--- src/rtl/wfr_pkg.sv ---
package wfr_pkg;

    localparam int NFLAG = 12;
    localparam int NPIN  = 9;

    // flag positions
    localparam int F_TMR   = 0;
    localparam int F_BTN   = 1;
    localparam int F_RX    = 2;
    localparam int F_GPR   = 3;
    localparam int F_GPL   = 4;
    localparam int F_OPT   = 5;
    localparam int F_RPIN  = 6;
    localparam int F_EMU   = 7;
    localparam int F_WDOG  = 8;
    localparam int F_COLD  = 9;
    localparam int F_SWRST = 10;
    localparam int F_SFLT  = 11;

    localparam int NWAKE = 6;

    // synchronized pin positions
    localparam int P_BTN  = 0;
    localparam int P_RX   = 1;
    localparam int P_GPR  = 2;
    localparam int P_GPL  = 3;
    localparam int P_OALT = 4;
    localparam int P_ORX  = 5;
    localparam int P_RPIN = 6;
    localparam int P_ERST = 7;
    localparam int P_EEN  = 8;

    typedef enum logic [1:0] {
        DET_LEVEL = 2'd0,
        DET_RISE  = 2'd1,
        DET_BOTH  = 2'd2
    } det_mode_e;

    typedef struct packed {
        logic [NFLAG-1:0] flags;
        logic [NPIN-1:0]  pin_prev;
        logic             wake_prev;
    } wfr_state_t;

    // Which flags, on newly setting, clear flag idx.
    function automatic logic [NFLAG-1:0] cleared_by(input int idx);
        logic [NFLAG-1:0] m;
        m = '0;
        case (idx)
            F_RPIN:  begin m[F_COLD] = 1'b1; m[F_SWRST] = 1'b1; m[F_WDOG] = 1'b1; m[F_SFLT] = 1'b1; end
            F_SWRST: begin m[F_COLD] = 1'b1; m[F_WDOG] = 1'b1; m[F_SFLT] = 1'b1; m[F_RPIN] = 1'b1; end
            F_EMU:   begin m[F_COLD] = 1'b1; m[F_RPIN] = 1'b1; m[F_WDOG] = 1'b1; m[F_SWRST] = 1'b1; end
            F_WDOG:  begin m[F_COLD] = 1'b1; m[F_SWRST] = 1'b1; m[F_SFLT] = 1'b1; m[F_RPIN] = 1'b1; end
            F_COLD:  begin m[F_SWRST] = 1'b1; m[F_WDOG] = 1'b1; m[F_SFLT] = 1'b1; m[F_RPIN] = 1'b1; end
            default: m = '0;
        endcase
        return m;
    endfunction

endpackage

--- src/rtl/wfr_sync.sv ---
module wfr_sync #(
    parameter int WIDTH  = 9,
    parameter int STAGES = 2
) (
    input  logic             clk,
    input  logic             rst_n,
    input  logic [WIDTH-1:0] async_i,
    output logic [WIDTH-1:0] sync_o
);
    logic [STAGES-1:0][WIDTH-1:0] chain_q;

    always_ff @(posedge clk or negedge rst_n) begin
        if (!rst_n) begin
            chain_q <= '0;
        end else begin
            chain_q[0] <= async_i;
            for (int i = 1; i < STAGES; i++) begin
                chain_q[i] <= chain_q[i-1];
            end
        end
    end

    assign sync_o = chain_q[STAGES-1];
endmodule

--- src/rtl/wfr_detect.sv ---
module wfr_detect
    import wfr_pkg::*;
#(
    parameter det_mode_e MODE = DET_LEVEL
) (
    input  logic cur_i,
    input  logic prev_i,
    output logic hit_o
);
    always_comb begin
        unique case (MODE)
            DET_LEVEL: hit_o = cur_i;
            DET_RISE:  hit_o = cur_i & ~prev_i;
            DET_BOTH:  hit_o = cur_i ^ prev_i;
            default:   hit_o = 1'b0;
        endcase
    end
endmodule

--- src/rtl/wfr_xclr.sv ---
module wfr_xclr
    import wfr_pkg::*;
(
    input  logic [NFLAG-1:0] rise_i,
    output logic [NFLAG-1:0] clr_o
);
    for (genvar i = 0; i < NFLAG; i++) begin : g_row
        localparam logic [NFLAG-1:0] ROW = cleared_by(i);
        assign clr_o[i] = |(rise_i & ROW);
    end
endmodule

--- src/rtl/wake_flag_reg.sv ---
module wake_flag_reg
    import wfr_pkg::*;
#(
    parameter int SYNC_STAGES = 2
) (
    input  logic             clk,
    input  logic             rst_n,
    input  logic             wake_i,
    input  logic             lowpwr_i,
    input  logic             opt_rx_dis_i,
    input  logic             tmr_expire_i,
    input  logic             wdog_ovf_i,
    input  logic             cold_start_i,
    input  logic             sw_rst_i,
    input  logic             supply_fault_i,
    input  logic             btn_pin_i,
    input  logic             rx_pin_i,
    input  logic             gp_rise_pin_i,
    input  logic             gp_level_pin_i,
    input  logic             opt_alt_pin_i,
    input  logic             opt_rx_pin_i,
    input  logic             rst_pin_i,
    input  logic             emu_rst_pin_i,
    input  logic             emu_en_pin_i,
    output logic [11:0]      flags_o,
    output logic             wake_req_o
);
    localparam logic [NFLAG-1:0] WAKE_MASK = NFLAG'((1 << NWAKE) - 1);

    wfr_state_t st_d, st_q;

    logic [NPIN-1:0]  pin_raw, pin_s;
    logic [NFLAG-1:0] set_ev, rise, clr;
    logic             opt_lvl_hit, opt_edge_hit;
    logic             emu_cur, emu_prev;

    assign pin_raw[P_BTN]  = btn_pin_i;
    assign pin_raw[P_RX]   = rx_pin_i;
    assign pin_raw[P_GPR]  = gp_rise_pin_i;
    assign pin_raw[P_GPL]  = gp_level_pin_i;
    assign pin_raw[P_OALT] = opt_alt_pin_i;
    assign pin_raw[P_ORX]  = opt_rx_pin_i;
    assign pin_raw[P_RPIN] = rst_pin_i;
    assign pin_raw[P_ERST] = emu_rst_pin_i;
    assign pin_raw[P_EEN]  = emu_en_pin_i;

    wfr_sync #(.WIDTH(NPIN), .STAGES(SYNC_STAGES)) u_sync (
        .clk     (clk),
        .rst_n   (rst_n),
        .async_i (pin_raw),
        .sync_o  (pin_s)
    );

    // pin detectors: flag index, pin index and detection mode per source
    localparam int        NDET = 4;
    localparam int        DET_FLAG [NDET] = '{F_BTN, F_RX, F_GPR, F_GPL};
    localparam int        DET_PIN  [NDET] = '{P_BTN, P_RX, P_GPR, P_GPL};
    localparam det_mode_e DET_MODE [NDET] = '{DET_LEVEL, DET_BOTH, DET_RISE, DET_LEVEL};

    for (genvar k = 0; k < NDET; k++) begin : g_det
        wfr_detect #(.MODE(DET_MODE[k])) u_det (
            .cur_i  (pin_s[DET_PIN[k]]),
            .prev_i (st_q.pin_prev[DET_PIN[k]]),
            .hit_o  (set_ev[DET_FLAG[k]])
        );
    end

    wfr_detect #(.MODE(DET_LEVEL)) u_det_oalt (
        .cur_i  (pin_s[P_OALT]),
        .prev_i (st_q.pin_prev[P_OALT]),
        .hit_o  (opt_lvl_hit)
    );

    wfr_detect #(.MODE(DET_BOTH)) u_det_orx (
        .cur_i  (pin_s[P_ORX]),
        .prev_i (st_q.pin_prev[P_ORX]),
        .hit_o  (opt_edge_hit)
    );

    wfr_detect #(.MODE(DET_RISE)) u_det_rpin (
        .cur_i  (pin_s[P_RPIN]),
        .prev_i (st_q.pin_prev[P_RPIN]),
        .hit_o  (set_ev[F_RPIN])
    );

    assign emu_cur  = pin_s[P_ERST] & pin_s[P_EEN];
    assign emu_prev = st_q.pin_prev[P_ERST] & st_q.pin_prev[P_EEN];

    wfr_detect #(.MODE(DET_RISE)) u_det_emu (
        .cur_i  (emu_cur),
        .prev_i (emu_prev),
        .hit_o  (set_ev[F_EMU])
    );

    assign set_ev[F_OPT]   = opt_rx_dis_i ? opt_lvl_hit : opt_edge_hit;
    assign set_ev[F_TMR]   = tmr_expire_i;
    assign set_ev[F_WDOG]  = wdog_ovf_i;
    assign set_ev[F_COLD]  = cold_start_i;
    assign set_ev[F_SWRST] = sw_rst_i;
    assign set_ev[F_SFLT]  = supply_fault_i;

    // only a flag that is not yet set can cross-clear others
    assign rise = set_ev & ~st_q.flags;

    wfr_xclr u_xclr (
        .rise_i (rise),
        .clr_o  (clr)
    );

    always_comb begin
        st_d           = st_q;
        st_d.pin_prev  = pin_s;
        st_d.wake_prev = wake_i;
        if (st_q.wake_prev && !wake_i) begin
            st_d.flags = '0;
        end else begin
            st_d.flags = set_ev | (st_q.flags & ~clr);
        end
    end

    always_ff @(posedge clk or negedge rst_n) begin
        if (!rst_n) begin
            st_q <= '0;
        end else begin
            st_q <= st_d;
        end
    end

    assign flags_o    = st_q.flags;
    assign wake_req_o = lowpwr_i & (|(st_q.flags & WAKE_MASK));
endmodule

--- config.mk ---
export PLATFORM = sky130hd
export DESIGN_NAME = wake_flag_reg
export DESIGN_NICKNAME = d
export VERILOG_FILES = /design/src/rtl/wfr_pkg.sv /design/src/rtl/wfr_sync.sv /design/src/rtl/wfr_detect.sv /design/src/rtl/wfr_xclr.sv /design/src/rtl/wake_flag_reg.sv
export SDC_FILE = /design/constraint.sdc
export NUM_CORES = 1
export LEC_CHECK = 0
export ABC_AREA = 1
export BUFFER_PORTS_ARGS = -buffer_cell sky130_fd_sc_hd__clkbuf_2
export CAP_MARGIN = 30
export CORE_UTILIZATION = 35
export CTS_BUF_LIST = sky130_fd_sc_hd__clkbuf_4 sky130_fd_sc_hd__clkbuf_8 sky130_fd_sc_hd__clkbuf_16
export CTS_CLUSTER_DIAMETER = 60
export DETAILED_ROUTE_END_ITERATION = 16
export HOLD_SLACK_MARGIN = 0.15
export PLACE_DENSITY = 0.6
export SETUP_SLACK_MARGIN = 0.05
export SLEW_MARGIN = 5
export SYNTH_ARGS = -nofsm -noshare
export SYNTH_HDL_FRONTEND = slang
export SYNTH_HIERARCHICAL = 1
export SYNTH_SLANG_ARGS = --single-unit
--- constraint.sdc ---
create_clock -name clk -period 1.3 [get_ports clk]
set_input_delay 0.13 -clock clk [delete_from_list [all_inputs] [get_ports clk]]
set_output_delay 0.13 -clock clk [all_outputs]
set_load 0.05 [all_outputs]
## After elaboration in Yosys (flattened, before gate mapping)

Cells that the tools add are included.

| operators by class | value |
|---|---|
| reduce and logical (&&, ||, !) cells | 8 |
| bitwise gates (word level) | 16 |
| multiplexer cells | 2 |

Operators with widths:

| kind | count |
|---|---|
| $and A12 B12 Y12 | 2 |
| $reduce_or A4 Y1 | 5 |
| $mux W12 | 1 |
| $not A11 Y12 | 1 |
| $not A12 Y12 | 1 |
| $or A12 B12 Y12 | 1 |
| $and A1 B1 Y1 | 6 |
| $reduce_or A6 Y1 | 1 |
| $not A1 Y1 | 3 |
| $xor A1 B1 Y1 | 2 |
| $logic_and A1 B1 Y1 | 1 |
| $logic_not A1 Y1 | 1 |
| $mux W1 | 1 |

| storage, ports and cells | value |
|---|---|
| input port bits | 19 |
| output and inout bits | 13 |
| register bits after elaboration | 40 |

## Longest topological paths before layout

| logic depth | value |
|---|---|
| depth after elaboration | 9 |
| mapped depth | 10 |
| mapped depth without buffers | 9 |

## Hierarchy

Netlist, hierarchy kept.

Modules (own cells, without submodules):

| module | area each (µm²) | cells an instance | times used |
|---|---|---|---|
| wake_flag_reg | 960.9 | 112 | 1 |
| wfr_sync | 518.0 | 27 | 1 |
| wfr_xclr | 93.8 | 18 | 1 |
| wfr_detect (g_det[1].u_det ...) | 18.8 | 5 | 2 |
| wfr_detect (g_det[2].u_det ...) | 10.0 | 2 | 3 |
| wfr_detect (g_det[0].u_det ...) | 7.5 | 1 | 3 |

## Least setup slack after synthesis

Ideal clock, no wire load.

| timing path | value |
|---|---|
| path type | register to register |
| start point | reg u_sync.chain_q, in the netlist u_sync/sync_o[6] |
| end point | reg st_q, in the netlist flags_o[8] |
| data arrival time | 993 ps |
| stages on the path, launching flop included | 11 |
| setup slack | 229 ps |
| library setup time | 77 ps |
| data required time | 1223 ps |
| clock period less this slack | 1071 ps |
| cell sequence | dfrtp_1 > buf_4 > inv_1 > nor2_2 > inv_1 > nor2_1 > nor2_1 > nand2_1 > inv_1 > nand2_1 > a21oi_1 |

RTL lines:

| what | RTL line | source |
|---|---|---|
| from (decl) | wfr_sync.sv:10 | `logic [STAGES-1:0][WIDTH-1:0] chain_q;` |
| from (signal, indexed assignment) | wfr_sync.sv:18 | `chain_q[i] <= chain_q[i-1];` |
| to (signal assigned) | wake_flag_reg.sv:125 | `st_q <= st_d;` |
| to (decl) | wake_flag_reg.sv:30 | `wfr_state_t st_d, st_q;` |

## Worst setup path in the final report

| timing path | value |
|---|---|
| start point | reg st_q, in the netlist flags_o[1] |
| end point | out wake_req_o |

| between the ends | value |
|---|---|
| cells in the longest elaborated chain, start to end | 2 |

Ends and longest elaborated chain:

| what | RTL line | source |
|---|---|---|
| $reduce_or A6 Y1 | wake_flag_reg.sv:130 | `assign wake_req_o = lowpwr_i & (\|(st_q.flags & WAKE_MASK));` |
| $and A1 B1 Y1 | wake_flag_reg.sv:130 |  |
| to (decl) | wake_flag_reg.sv:26 | `output logic wake_req_o` |

Every way passes these cells.

==> metrics.md <==
| Metric | Value |
|---|---|
| Starting Density | `37.7%` |
| Register clock-pin slew on the reported worst setup and hold paths | `0.07 ns` |
| Number of global-route vias before repair | `868` |
| Chip width | `68.8 um` |
| Routability cong. | `0.740` |
| Power Total | `2.67 mW` |
| Via count | `939` |
| Antenna cells | `0` |
| Worst Setup End Kind | `output port` |
| Crit-path slowest cell | `dfrtp_1` |
| DRC | `0` |
| Status | `completed` |
| H-tree lvl count | `2` |
| Drt total wl | `2130 um` |
| Nature of the critical path startpoint | `flop` |
| Wire length per cell | `8.47 um` |
| Clk_lat worst skew | `0.28 ns` |
| FMAX | `0.794 GHz` |
| Critical Path Sink | `wake_req_o` |
| Most frequent cells in the layout | `dfrtp_1 (37), inv_1 (36), clkbuf_2 (30), nand2_1 (29), dlygate4sd3_1 (16)` |
| Vias/cell | `3.74` |
| Final hold violations | `0` |
| R2R Path Start | `u_sync/sync_o[6]` |
| Non-Filler Instances | `251` |
| Worst setup path start | `flags_o[1]` |
| Synth Area per Inst | `9.40 um2` |
| Final Worst Setup Slack | `0.0408 ns` |
| Initial antenna violation count | `0` |
| Fin area | `1910 um2` |
| Reg2reg setup slack | `0.23 ns` |
| Ports | `32` |
| Clock Sinks | `37` |
| Tmin final | `1.26 ns` |
| Syn Std Cell Area | `1560 um2` |
| Seq. cell area | `926 um2` |
| Chip height | `68.8 um` |
| CP arrival | `1.13 ns` |
| Critical path fanouts, max | `2` |
| Post-Place Cell Area | `1580 um2` |
| Die area | `4730 um2` |
| Hold slack | `0.163 ns` |
| Post-route ant nets | `0` |
| Mapped Cells | `166` |
| P per Cell Area | `1400 nW/um2` |
| First-pass GRT wire length | `3550 um` |
| R2R depth | `9` |
| Initial DRC count | `30` |
| PortBufs | `31` |
| WP data required | `1.17 ns` |
| Multi-input gate area | `283 um2` |
| GRT overflow | `0` |
| CTS tree | `built` |
| Drt pass-1 iters | `3` |
| Largest net degree at the start of global routing | `22` |
| HPWL after DPL | `1430 um` |
| Clock skew | `0.00156 ns` |
| Static Leak | `1.04 nW` |
| Utilization after layout | `46.2%` |
| Final setup violation count | `0` |
| Most common cell after layout, fill and taps aside | `dfrtp_1` |
| Part of the cycle the worst path needs | `96.9%` |
| CP cell instances | `nor2_1, nand3_1, nand2_1, inv_2, buf_8` |
| Layout cells sized above 1 | `25.4%` |
| Core outline area | `4140 um2` |
| TritonCTS buffer count | `5` |
| Bufs on Longest Clock Path | `2` |
| Max-slew violations | `0` |
| CP Class | `flop to output port` |
| Nets | `219` |
| Placed cell count | `223` |
| Number of cell rows | `23` |
| MaxCap Viol Count | `0` |
| Synth-to-Final Area Change | `22.6%` |
| Yosys warns | `6` |
| RSZ-0062 raised after global routing | `true` |
| Worst Hold Class | `input pin to flop` |
| Pre-CTS WS | `0.257 ns` |
| Clock Tree Root | `clkbuf_8` |
| Setup TNS | `0 ns` |
| Gr usage total | `10.7%` |
| # fillers | `426` |
| Reg-to-Reg End | `flags_o[9]` |
| CP max stage delay | `0.38 ns` |
| Maximum VDD drop | `0.900 mV` |
-- report_power, final --
part | internal [mW] | switching (mW) | leakage, nW
registers | 1.22 | 0.0350 | 0.438
clock network | 0.646 | 0.374 | 0.0619
logic | 0.143 | 0.253 | 0.539
-- final cells by class --
cell class	count	share of cell area, %
well taps	50	3.27
clock buffers	7	4.71
multi-input cells	66	14.8
flip-flops and latches	37	48.4
clock inverters	1	1.57
inverters	37	7.26
repair buffers	53	20.0
-- how the worst min path moves through the flow --
stage                       from           endpoint  slack, ns  cells past startpoint
floorplan                  rst_n         flags_o[0]      -0.17                      0
global placement           rst_n   u_sync/sync_o[8]       0.10                      1
detailed placement         rst_n  u_sync/chain_q[6]       0.10                      1
CTS                 opt_rx_dis_i         flags_o[5]       0.16                      5
global route        opt_rx_dis_i         flags_o[5]       0.18                      5
finish              opt_rx_dis_i         flags_o[5]       0.16                      5
-- worst max-delay path, delay by kind of cell, from the launching register on --
family	cells	cell delay [ns]
and+or+nand+nor	3	0.29
buffers and inverters	2	0.18
DFF	1	0.38
-- state kept, by name, summed over array words and instances (netlist names) --
register        count
u_sync/chain_q      9
st_q                7
flags_o            12
u_sync/sync_o       9
-- per-layer routing --
metal,vias up,wire [um],GRT usage (%)
met2,29,932,16.9
met4,0,30,4.59
met5,-,0,0
li1,508,-,-
met1,398,1010,12.2
met3,4,156,5.26
-- what timing repair did --
item | 4_1_cts | 5_1_grt
gates resized for setup | 2 | 4
pin swaps | 2 | 3
buffers inserted | 4 | 0
endpoints found under the setup margin | 1 | 2
endpoints found under the hold margin | 52 | 0
hold buffers | 16 | 0
No activity file was read; power rests on OpenSTA's default activity.
